==> src/rtl/cfg_bridge_pkg.sv <==
package cfg_bridge_pkg;
  localparam int          DW            = 32;
  localparam logic [31:0] SEL_WR_MASK   = 32'h80FF_FFFC;
  localparam logic [31:0] NO_DEVICE     = 32'hFFFF_FFFF;

  typedef enum logic [1:0] {ST_IDLE, ST_REQ, ST_DONE} ctrl_state_e;
  typedef enum logic [1:0] {PORT_NONE, PORT_SEL, PORT_DATA} port_sel_e;

  typedef struct packed {
    logic       en;
    logic [7:0] bus;
    logic [4:0] dev;
    logic [2:0] func;
    logic [5:0] reg_idx;
  } cfg_target_t;
endpackage

==> src/rtl/cfg_port_decode.sv <==
module cfg_port_decode
  import cfg_bridge_pkg::*;
#(
  parameter int IO_AW     = 16,
  parameter int SEL_PORT  = 'hCF8,
  parameter int DATA_PORT = 'hCFC
) (
  input  logic [IO_AW-1:0] addr_i,
  output port_sel_e        sel_o
);
  always_comb begin
    if (addr_i == IO_AW'(SEL_PORT))       sel_o = PORT_SEL;
    else if (addr_i == IO_AW'(DATA_PORT)) sel_o = PORT_DATA;
    else                                  sel_o = PORT_NONE;
  end
endmodule

==> src/rtl/cfg_addr_reg.sv <==
module cfg_addr_reg
  import cfg_bridge_pkg::*;
(
  input  logic          clk_i,
  input  logic          rst_ni,
  input  logic          wr_i,
  input  logic [DW-1:0] wdata_i,
  output logic [DW-1:0] sel_q_o,
  output cfg_target_t   tgt_o
);
  logic [DW-1:0] sel_q;

  always_ff @(posedge clk_i or negedge rst_ni) begin
    if (!rst_ni)   sel_q <= '0;
    else if (wr_i) sel_q <= wdata_i & SEL_WR_MASK;
  end

  assign sel_q_o       = sel_q;
  assign tgt_o.en      = sel_q[31];
  assign tgt_o.bus     = sel_q[23:16];
  assign tgt_o.dev     = sel_q[15:11];
  assign tgt_o.func    = sel_q[10:8];
  assign tgt_o.reg_idx = sel_q[7:2];
endmodule

==> src/rtl/cfg_cycle_ctrl.sv <==
module cfg_cycle_ctrl
  import cfg_bridge_pkg::*;
#(
  parameter int TIMEOUT = 64
) (
  input  logic          clk_i,
  input  logic          rst_ni,
  input  logic          rd_i,
  input  logic          wr_i,
  input  port_sel_e     port_i,
  input  logic          en_i,
  input  logic [DW-1:0] wdata_i,
  input  logic [DW-1:0] sel_q_i,
  output logic          sel_wr_o,
  output logic [DW-1:0] rdata_o,
  output logic          ready_o,
  output logic          req_o,
  output logic          we_o,
  output logic [DW-1:0] wdata_o,
  input  logic          rsp_i,
  input  logic          rsp_ok_i,
  input  logic [DW-1:0] rsp_data_i
);
  localparam int CW = (TIMEOUT > 2) ? $clog2(TIMEOUT) : 1;
  localparam logic [CW-1:0] CNT_LAST = CW'(TIMEOUT - 1);

  ctrl_state_e   state_q, state_d;
  logic [CW-1:0] cnt_q, cnt_d;
  logic [DW-1:0] rdata_q, rdata_d, wdata_q, wdata_d;
  logic          we_q, we_d;
  logic          io_req;

  assign io_req = rd_i | wr_i;

  always_comb begin
    state_d  = state_q;
    cnt_d    = cnt_q;
    rdata_d  = rdata_q;
    wdata_d  = wdata_q;
    we_d     = we_q;
    sel_wr_o = 1'b0;
    unique case (state_q)
      ST_IDLE: if (io_req) begin
        state_d = ST_DONE;
        rdata_d = NO_DEVICE;
        unique case (port_i)
          PORT_SEL: begin
            sel_wr_o = wr_i;
            if (!wr_i) rdata_d = sel_q_i;
          end
          PORT_DATA: if (en_i) begin
            state_d = ST_REQ;
            cnt_d   = '0;
            we_d    = wr_i;
            wdata_d = wdata_i;
          end
          default: ;
        endcase
      end
      ST_REQ: begin
        if (rsp_i) begin
          state_d = ST_DONE;
          rdata_d = (!we_q && rsp_ok_i) ? rsp_data_i : NO_DEVICE;
        end else if (cnt_q == CNT_LAST) begin
          state_d = ST_DONE;          // master abort
          rdata_d = NO_DEVICE;
        end else begin
          cnt_d = cnt_q + 1'b1;
        end
      end
      ST_DONE: state_d = ST_IDLE;
      default: state_d = ST_IDLE;
    endcase
  end

  always_ff @(posedge clk_i or negedge rst_ni) begin
    if (!rst_ni) begin
      state_q <= ST_IDLE;
      cnt_q   <= '0;
      rdata_q <= '0;
      wdata_q <= '0;
      we_q    <= 1'b0;
    end else begin
      state_q <= state_d;
      cnt_q   <= cnt_d;
      rdata_q <= rdata_d;
      wdata_q <= wdata_d;
      we_q    <= we_d;
    end
  end

  assign req_o   = (state_q == ST_REQ);
  assign ready_o = (state_q == ST_DONE);
  assign rdata_o = rdata_q;
  assign we_o    = we_q;
  assign wdata_o = wdata_q;

  assert_ready_pulse_R9: assert property (@(posedge clk_i) disable iff (!rst_ni)
    ready_o |=> !ready_o);
  assert_ready_after_req_R6: assert property (@(posedge clk_i) disable iff (!rst_ni)
    $fell(req_o) |-> ready_o);
endmodule

==> src/rtl/cfg_access_bridge.sv <==
module cfg_access_bridge
  import cfg_bridge_pkg::*;
#(
  parameter int IO_AW     = 16,
  parameter int SEL_PORT  = 'hCF8,
  parameter int DATA_PORT = 'hCFC,
  parameter int TIMEOUT   = 64
) (
  input  logic             clk_i,
  input  logic             rst_ni,
  input  logic [IO_AW-1:0] io_addr_i,
  input  logic [31:0]      io_wdata_i,
  input  logic             io_rd_i,
  input  logic             io_wr_i,
  output logic [31:0]      io_rdata_o,
  output logic             io_ready_o,
  output logic             cfg_req_o,
  output logic             cfg_we_o,
  output logic             cfg_type1_o,
  output logic [7:0]       cfg_bus_o,
  output logic [4:0]       cfg_dev_o,
  output logic [2:0]       cfg_func_o,
  output logic [5:0]       cfg_reg_o,
  output logic [31:0]      cfg_wdata_o,
  input  logic             cfg_rsp_i,
  input  logic             cfg_rsp_ok_i,
  input  logic [31:0]      cfg_rsp_data_i
);
  localparam int RW = $clog2(TIMEOUT) + 1;

  port_sel_e     port_sel;
  cfg_target_t   tgt;
  logic [DW-1:0] sel_q;
  logic          sel_wr;

  cfg_port_decode #(.IO_AW(IO_AW), .SEL_PORT(SEL_PORT), .DATA_PORT(DATA_PORT)) u_decode (
    .addr_i (io_addr_i),
    .sel_o  (port_sel)
  );

  cfg_addr_reg u_sel (
    .clk_i   (clk_i),
    .rst_ni  (rst_ni),
    .wr_i    (sel_wr),
    .wdata_i (io_wdata_i),
    .sel_q_o (sel_q),
    .tgt_o   (tgt)
  );

  cfg_cycle_ctrl #(.TIMEOUT(TIMEOUT)) u_ctrl (
    .clk_i      (clk_i),
    .rst_ni     (rst_ni),
    .rd_i       (io_rd_i),
    .wr_i       (io_wr_i),
    .port_i     (port_sel),
    .en_i       (tgt.en),
    .wdata_i    (io_wdata_i),
    .sel_q_i    (sel_q),
    .sel_wr_o   (sel_wr),
    .rdata_o    (io_rdata_o),
    .ready_o    (io_ready_o),
    .req_o      (cfg_req_o),
    .we_o       (cfg_we_o),
    .wdata_o    (cfg_wdata_o),
    .rsp_i      (cfg_rsp_i),
    .rsp_ok_i   (cfg_rsp_ok_i),
    .rsp_data_i (cfg_rsp_data_i)
  );

  assign cfg_bus_o   = tgt.bus;
  assign cfg_dev_o   = tgt.dev;
  assign cfg_func_o  = tgt.func;
  assign cfg_reg_o   = tgt.reg_idx;
  assign cfg_type1_o = (tgt.bus != 8'd0);

  // length of the current request, for the timeout bound
  logic [RW-1:0] req_run_q;
  always_ff @(posedge clk_i or negedge rst_ni) begin
    if (!rst_ni)         req_run_q <= '0;
    else if (!cfg_req_o) req_run_q <= '0;
    else                 req_run_q <= req_run_q + 1'b1;
  end

  assert_req_bounded_R8: assert property (@(posedge clk_i) disable iff (!rst_ni)
    cfg_req_o |-> (req_run_q < RW'(TIMEOUT)));
  assert_req_needs_enable_R3: assert property (@(posedge clk_i) disable iff (!rst_ni)
    cfg_req_o |-> sel_q[31]);
  assert_fields_stable_R4: assert property (@(posedge clk_i) disable iff (!rst_ni)
    cfg_req_o |=> (!cfg_req_o || $stable({cfg_bus_o, cfg_dev_o, cfg_func_o, cfg_reg_o, cfg_type1_o})));
endmodule

==> config.mk <==
export PLATFORM = sky130hd
export DESIGN_NAME = cfg_access_bridge
export DESIGN_NICKNAME = d
export VERILOG_FILES = /design/src/rtl/cfg_bridge_pkg.sv /design/src/rtl/cfg_port_decode.sv /design/src/rtl/cfg_addr_reg.sv /design/src/rtl/cfg_cycle_ctrl.sv /design/src/rtl/cfg_access_bridge.sv
export SDC_FILE = /design/constraint.sdc
export NUM_CORES = 1
export LEC_CHECK = 0
export ABC_AREA = 0
export BUFFER_PORTS_ARGS = -buffer_cell sky130_fd_sc_hd__clkbuf_2
export CAP_MARGIN = 20
export CORE_ASPECT_RATIO = 2
export CORE_MARGIN = 5
export CORE_UTILIZATION = 30
export DETAILED_ROUTE_END_ITERATION = 12
export RECOVER_POWER = 100
export SLEW_MARGIN = 15
export SYNTH_ARGS = -nofsm -noshare
export SYNTH_HDL_FRONTEND = slang
export SYNTH_SLANG_ARGS = --single-unit
==> constraint.sdc <==
create_clock -name clk_i -period 4.7 [get_ports clk_i]
set_input_delay 0.235 -clock clk_i [delete_from_list [all_inputs] [get_ports clk_i]]
set_output_delay 0.235 -clock clk_i [all_outputs]
set_load 0.02 [all_outputs]
After elaboration in Yosys (flattened, before gate mapping)
Cells that the tools add are included.
Word-level totals
  bits in registers: 96
  logic and storage cells: 54
Cells by class
  reductions and logical operators: 9
  bitwise gates (word level): 1
  equality and inequality tests: 13
  add/sub/neg operators: 1
  mux-type cells: 24
Operator list (count)
  $mux 32: 6
  $pmux 32 s2: 1
  $eq 16x12->1 const B: 2
  $mux 6: 5
  $mux 2: 7
  $pmux 6 s2: 1
  $ne 2x2->1 const B: 4
  $reduce_bool 8->1: 1
  $add 6x1->6 const B: 1
  $eq 6x6->1 const B: 1
  $reduce_and 6->1: 1
  $eq 2x1->1 const B: 2
  $eq 2x2->1 const B: 2
  $pmux 2 s2: 1
  $reduce_and 4->1: 1
  $mux 1: 3
  $ne 3x1->1 const B: 1
  $reduce_and 3->1: 1
  $logic_not 2->1: 1
  $ne 2x1->1 const B: 1
  $reduce_and 2->1: 1
  $reduce_bool 2->1: 1
  $logic_and 1x1->1: 1
  $logic_not 1->1: 1
  $or 1x1->1: 1

Longest topological paths before layout
  depth after elaboration: 7
  depth in mapped cells: 6
  mapped depth without buffers: 5

By module
Synthesis repeated with hierarchy kept, for this count alone.
Unflattened totals
  cells, all modules: 361
  area total of the unflattened synthesis: 4669.5 um^2
By module, submodules not included
  cfg_cycle_ctrl: seq. area each 1826.8 um^2, area an instance 3490.8 um^2, times used 1, cells an instance 270
  cfg_addr_reg: seq. area each 575.6 um^2, area an instance 1101.1 um^2, times used 1, cells an instance 81
  cfg_port_decode: seq. area each 0.0 um^2, area an instance 61.3 um^2, times used 1, cells an instance 7
  cfg_access_bridge: seq. area each 0.0 um^2, area an instance 16.3 um^2, times used 1, cells an instance 3

Worst setup path after synthesis
OpenSTA, ideal clock, no wires.
  path kind: flip-flop to flip-flop
  from: register u_ctrl.state_q[1]
  to: register u_ctrl.rdata_q[9], in the netlist u_ctrl.rdata_o[9]
  slack: 2924 ps
  arrival: 1651 ps
  cell stages (with the launch flop): 7
  clock period less this slack: 1776 ps
  cells stage by stage: dfrtp_1 -> nand2b_1 -> inv_1 -> nand4b_1 -> clkbuf_1 -> o32a_1 -> mux2_2
Between the ends
  cells in the longest elaborated chain, start to end: 3
  elaborated cells on any way between the ends: 7
Ends and longest elaborated chain
  start, declared: line cfg_cycle_ctrl.sv:27  | ctrl_state_e state_q, state_d;
  start signal, assigned: line cfg_cycle_ctrl.sv:84  | state_q <= state_d;
  $eq 2x1->1 *
  net cfg_req_o: line cfg_access_bridge.sv:17  | output logic cfg_req_o,
  $ne 3x1->1 (no line) or $reduce_bool 2->1 (tied branches)
  $reduce_and 3->1 (no line)
  end signal, assigned: line cfg_cycle_ctrl.sv:86  | rdata_q <= rdata_d;
  end, declared: line cfg_cycle_ctrl.sv:29  | logic [DW-1:0] rdata_q, rdata_d, wdata_q, wdata_d;
The timed path passes the listed nets; every way through them passes the cells marked *.
A chain may end at the register's enable or synchronous reset.

Final worst setup path
  from: input port io_addr_i[8]
  to: register u_sel.sel_q[13], in the netlist u_sel.sel_q_o[13]
Between the ends
  cells in the longest elaborated chain, start to end: 7
  elaborated cells on any way between the ends: 8
Ends and longest elaborated chain
  start, declared: line cfg_access_bridge.sv:11  | input logic [IO_AW-1:0] io_addr_i,
  $eq 16x12->1: line cfg_port_decode.sv:13  | else if (addr_i == IO_AW'(DATA_PORT)) sel_o = PORT_DATA;
  $mux 2: line cfg_port_decode.sv:13
  $mux 2 *: line cfg_port_decode.sv:12  | if (addr_i == IO_AW'(SEL_PORT)) sel_o = PORT_SEL;
  $eq 2x1->1 *: line cfg_cycle_ctrl.sv:46  | unique case (port_i)
  $mux 1 *: line cfg_cycle_ctrl.sv:46
  $mux 1 *: line cfg_cycle_ctrl.sv:43  | ST_IDLE: if (io_req) begin
  $mux 1 *: line cfg_cycle_ctrl.sv:42  | unique case (state_q)
  end signal, assigned: line cfg_addr_reg.sv:15  | else if (wr_i) sel_q <= wdata_i & SEL_WR_MASK;
  end, declared: line cfg_addr_reg.sv:11  | logic [DW-1:0] sel_q;
Mark *: on every way between the ends. The rest lies on a longest branch, timed or not.

==> impl_metrics.env <==
export IMPL_outcome="complete, but fails checks"
export IMPL_violations="capacitance limit, slew limit"
export IMPL_viasPerCell=4.82
export IMPL_die_h_um=179
export IMPL_grt_pass1_wl_um=18700
export IMPL_cts_htree_levels=3
export IMPL_layoutNonFillerInstCount=667
export IMPL_dp_cells=651
export IMPL_rsz0062_at_grt="no"
export IMPL_drt_wl_total_um=12300
export IMPL_max_slew_margin_rel_pct=-11.5
export IMPL_finalWorstSetupSlack_ps=1570
export IMPL_cp_max_fo=33
export IMPL_drtIter0Drc=48
export IMPL_cts_num_sinks=96
export IMPL_overflow=0
export IMPL_cp_start_kind="primary input"
export IMPL_cts_tree="built"
export IMPL_hp_class="primary input to flop"
export IMPL_layout_cells_most_common="dfrtp_1"
export IMPL_coreArea_um2=14000
export IMPL_synth_seq_area_share_pct=56.0
export IMPL_min_period_ps=3130
export IMPL_clk_latency_ps=330
export IMPL_path_clk_slew_ps=60
export IMPL_initial_core_util_pct=30.7
export IMPL_row_count=61
export IMPL_layout_common_cells="dfrtp_1, clkbuf_1, clkbuf_2, mux2_2, mux2_1"
export IMPL_ioPinCount=176
export IMPL_chipWidth_um=94.5
export IMPL_syn_inst=301
export IMPL_firstDrtPassIters=4
export IMPL_num_antenna_cells=0
export IMPL_fmax_mhz=319
export IMPL_critPathCaptureType="flop"
export IMPL_cp_arrival_ps=3340
export IMPL_grt_max_degree=51
export IMPL_hold_viol_final=0
export IMPL_leakagePower_nw=2.50
export IMPL_post_cts_setup_buffer_count=0
export IMPL_crit_type="primary input to flop"
export IMPL_wire_per_inst_um=18.4
export IMPL_layout_drive_gt1_share_pct=33.7
export IMPL_place_hpwl_um=9260
export IMPL_grt_usage_pct=14.7
export IMPL_cts_buffers=9
export IMPL_pre_cts_ws_ps=2220
export IMPL_period_share_pct=66.6
export IMPL_area_growth_pct=27.4
export IMPL_die_area_um2=16900
export IMPL_avgSynthCellArea_um2=14.2
export IMPL_cap_violations=1
export IMPL_clock_path_buffers=2
export IMPL_power_density_nw_per_um2=323
export IMPL_fin_setup_tns_ps=0
export IMPL_ys_ff_latch=96
export IMPL_synthDistinctLibCells=38
export IMPL_finClkSkew_ps=6.94
export IMPL_io_buffers=175
export IMPL_tightest_slew_ps=1670
export IMPL_route_antenna_remaining_nets=0
export IMPL_grt_antenna_before_repair=0
export IMPL_peakVddDrop_v=0.000156
export IMPL_final_max_slew_viol_count=34
export IMPL_finalSetupViolCount=0
export IMPL_drc=0
export IMPL_root_buffer="clkbuf_16"
export IMPL_fin_nets=562
export IMPL_synth_warnings=0
export IMPL_via_count=3215
export IMPL_worstPathRequired_ps=4910
export IMPL_first_global_vias=3477
export IMPL_syn_area_um2=4290
export IMPL_globalplace_congestion=0.800
export IMPL_synth_nets=388
==> per-stage QoR <==
step	util [%]	hold WS, ps	power, W	instance area [um2]
4_1_cts	40.7	115	0.00179	5680
2_1_floorplan	-	-60.6	0.000897	4290
6_report	39.1	116	0.00176	5460
3_5_place_dp	38.3	294	0.000971	5350
3_3_place_gp	38.3	281	0.000969	5350
5_1_grt	39.1	112	0.00183	5460
==> cells by family after synthesis <==
family                   count (synthesis)  synth area share [%]
AND/OR/NAND/NOR                         31                  4.85
adder cells (fa/ha/maj)                  1                 0.292
flip-flops                              96                  56.0
AO/OA/AOI/OAI                           52                  9.84
multiplexers                            88                  25.2
buffers and inverters                   33                  3.79
==> cells in the mapped netlist <==
library cell,instances,area [um2]
buf_6,3,33.8
o2111ai_1,1,8.76
nand2_1,4,15.0
clkbuf_1,10,37.5
a311o_1,1,10.0
buf_2,4,20.0
o32a_1,23,230
nand4b_1,1,8.76
o21ai_0,7,35.0
o31ai_1,2,15.0
o211ai_1,2,15.0
and4bb_2,1,12.5
or2_2,1,6.26
mux2_2,51,574
or3_1,2,12.5
ha_1,1,12.5
a31o_2,3,26.3
nor4b_4,1,23.8
nand4_1,2,12.5
nor3_1,1,5.00
and2_1,3,18.8
or2_1,1,6.26
nor4_1,4,25.0
dfrtp_1,96,2400
nand3_2,1,10.0
buf_4,3,22.5
o21a_1,1,7.51
inv_1,13,48.8
a31oi_1,2,12.5
nor2_1,1,3.75
o22ai_1,9,56.3
o21ai_1,1,5.00
nand2b_1,2,12.5
nand3_1,4,20.0
mux2i_1,10,100
nor2b_1,1,6.26
mux2_4,27,405
and4_1,1,8.76
==> what timing repair did <==
| action | CTS | global route |
|---|---|---|
| gates resized for setup | 0 | 0 |
| hold endpoints to repair | 46 | 0 |
| hold buffers | 1 | 0 |
==> flip-flops by register name, indices dropped and copies added, names as in the netlist <==
register,cells
u_ctrl.cnt_q,6
u_ctrl.state_q,2
u_ctrl.rdata_o,32
u_ctrl.we_o,1
u_ctrl.wdata_o,32
u_sel.sel_q_o,23
==> metal layers <==
metal	GRT usage [%]	part of all wire [%]	up-vias	routed length [um]
met5	0	0	-	0
met2	26.8	55	107	6770
met3	3.32	5.4	19	665
met4	6.08	2.1	0	254
li1	-	-	1480	-
met1	16.0	37	1609	4610
==> cell type report <==
type	count	area (um2)
clock inverters	4	95.1
fillers	1439	8510
multi-input cells	172	1640
inverters	13	48.8
clock buffers	10	229
well taps	189	236
flip-flops and latches	96	2400
repair buffers	183	813
==> path summary, 6_finish.rpt <==
path,end,startpoint,slack [ps],depth (start not counted)
min reg2reg,u_ctrl.wdata_o[12]$_DFFE_PN0P_,u_ctrl.wdata_o[12]$_DFFE_PN0P_,490,1
max reg2reg,u_ctrl.rdata_o[8]$_DFFE_PN0P_,u_ctrl.cnt_q[0]$_DFFE_PN0P_,1770,6
min,u_ctrl.wdata_o[1]$_DFFE_PN0P_,io_wdata_i[1],120,2
min in group asynchronous,u_ctrl.wdata_o[26]$_DFFE_PN0P_,rst_ni,460,2
max,u_sel.sel_q_o[13]$_DFFE_PN0P_,io_addr_i[8],1570,7
max in group asynchronous,u_ctrl.rdata_o[22]$_DFFE_PN0P_,rst_ni,3150,3
==> power by group <==
part,switching [W],internal [W]
clock,0.000297,0.000514
sequential,0.00000584,0.000831
combinational,0.0000642,0.0000503
==> critical path, stage by stage <==
cell and delay, ps:
clkbuf_2 70, and4bb_2 240, nand4_1 80, clkbuf_1 1210, or2_0 750, buf_4 370, mux2_2 370
Power figures use the tool's default switching activity.
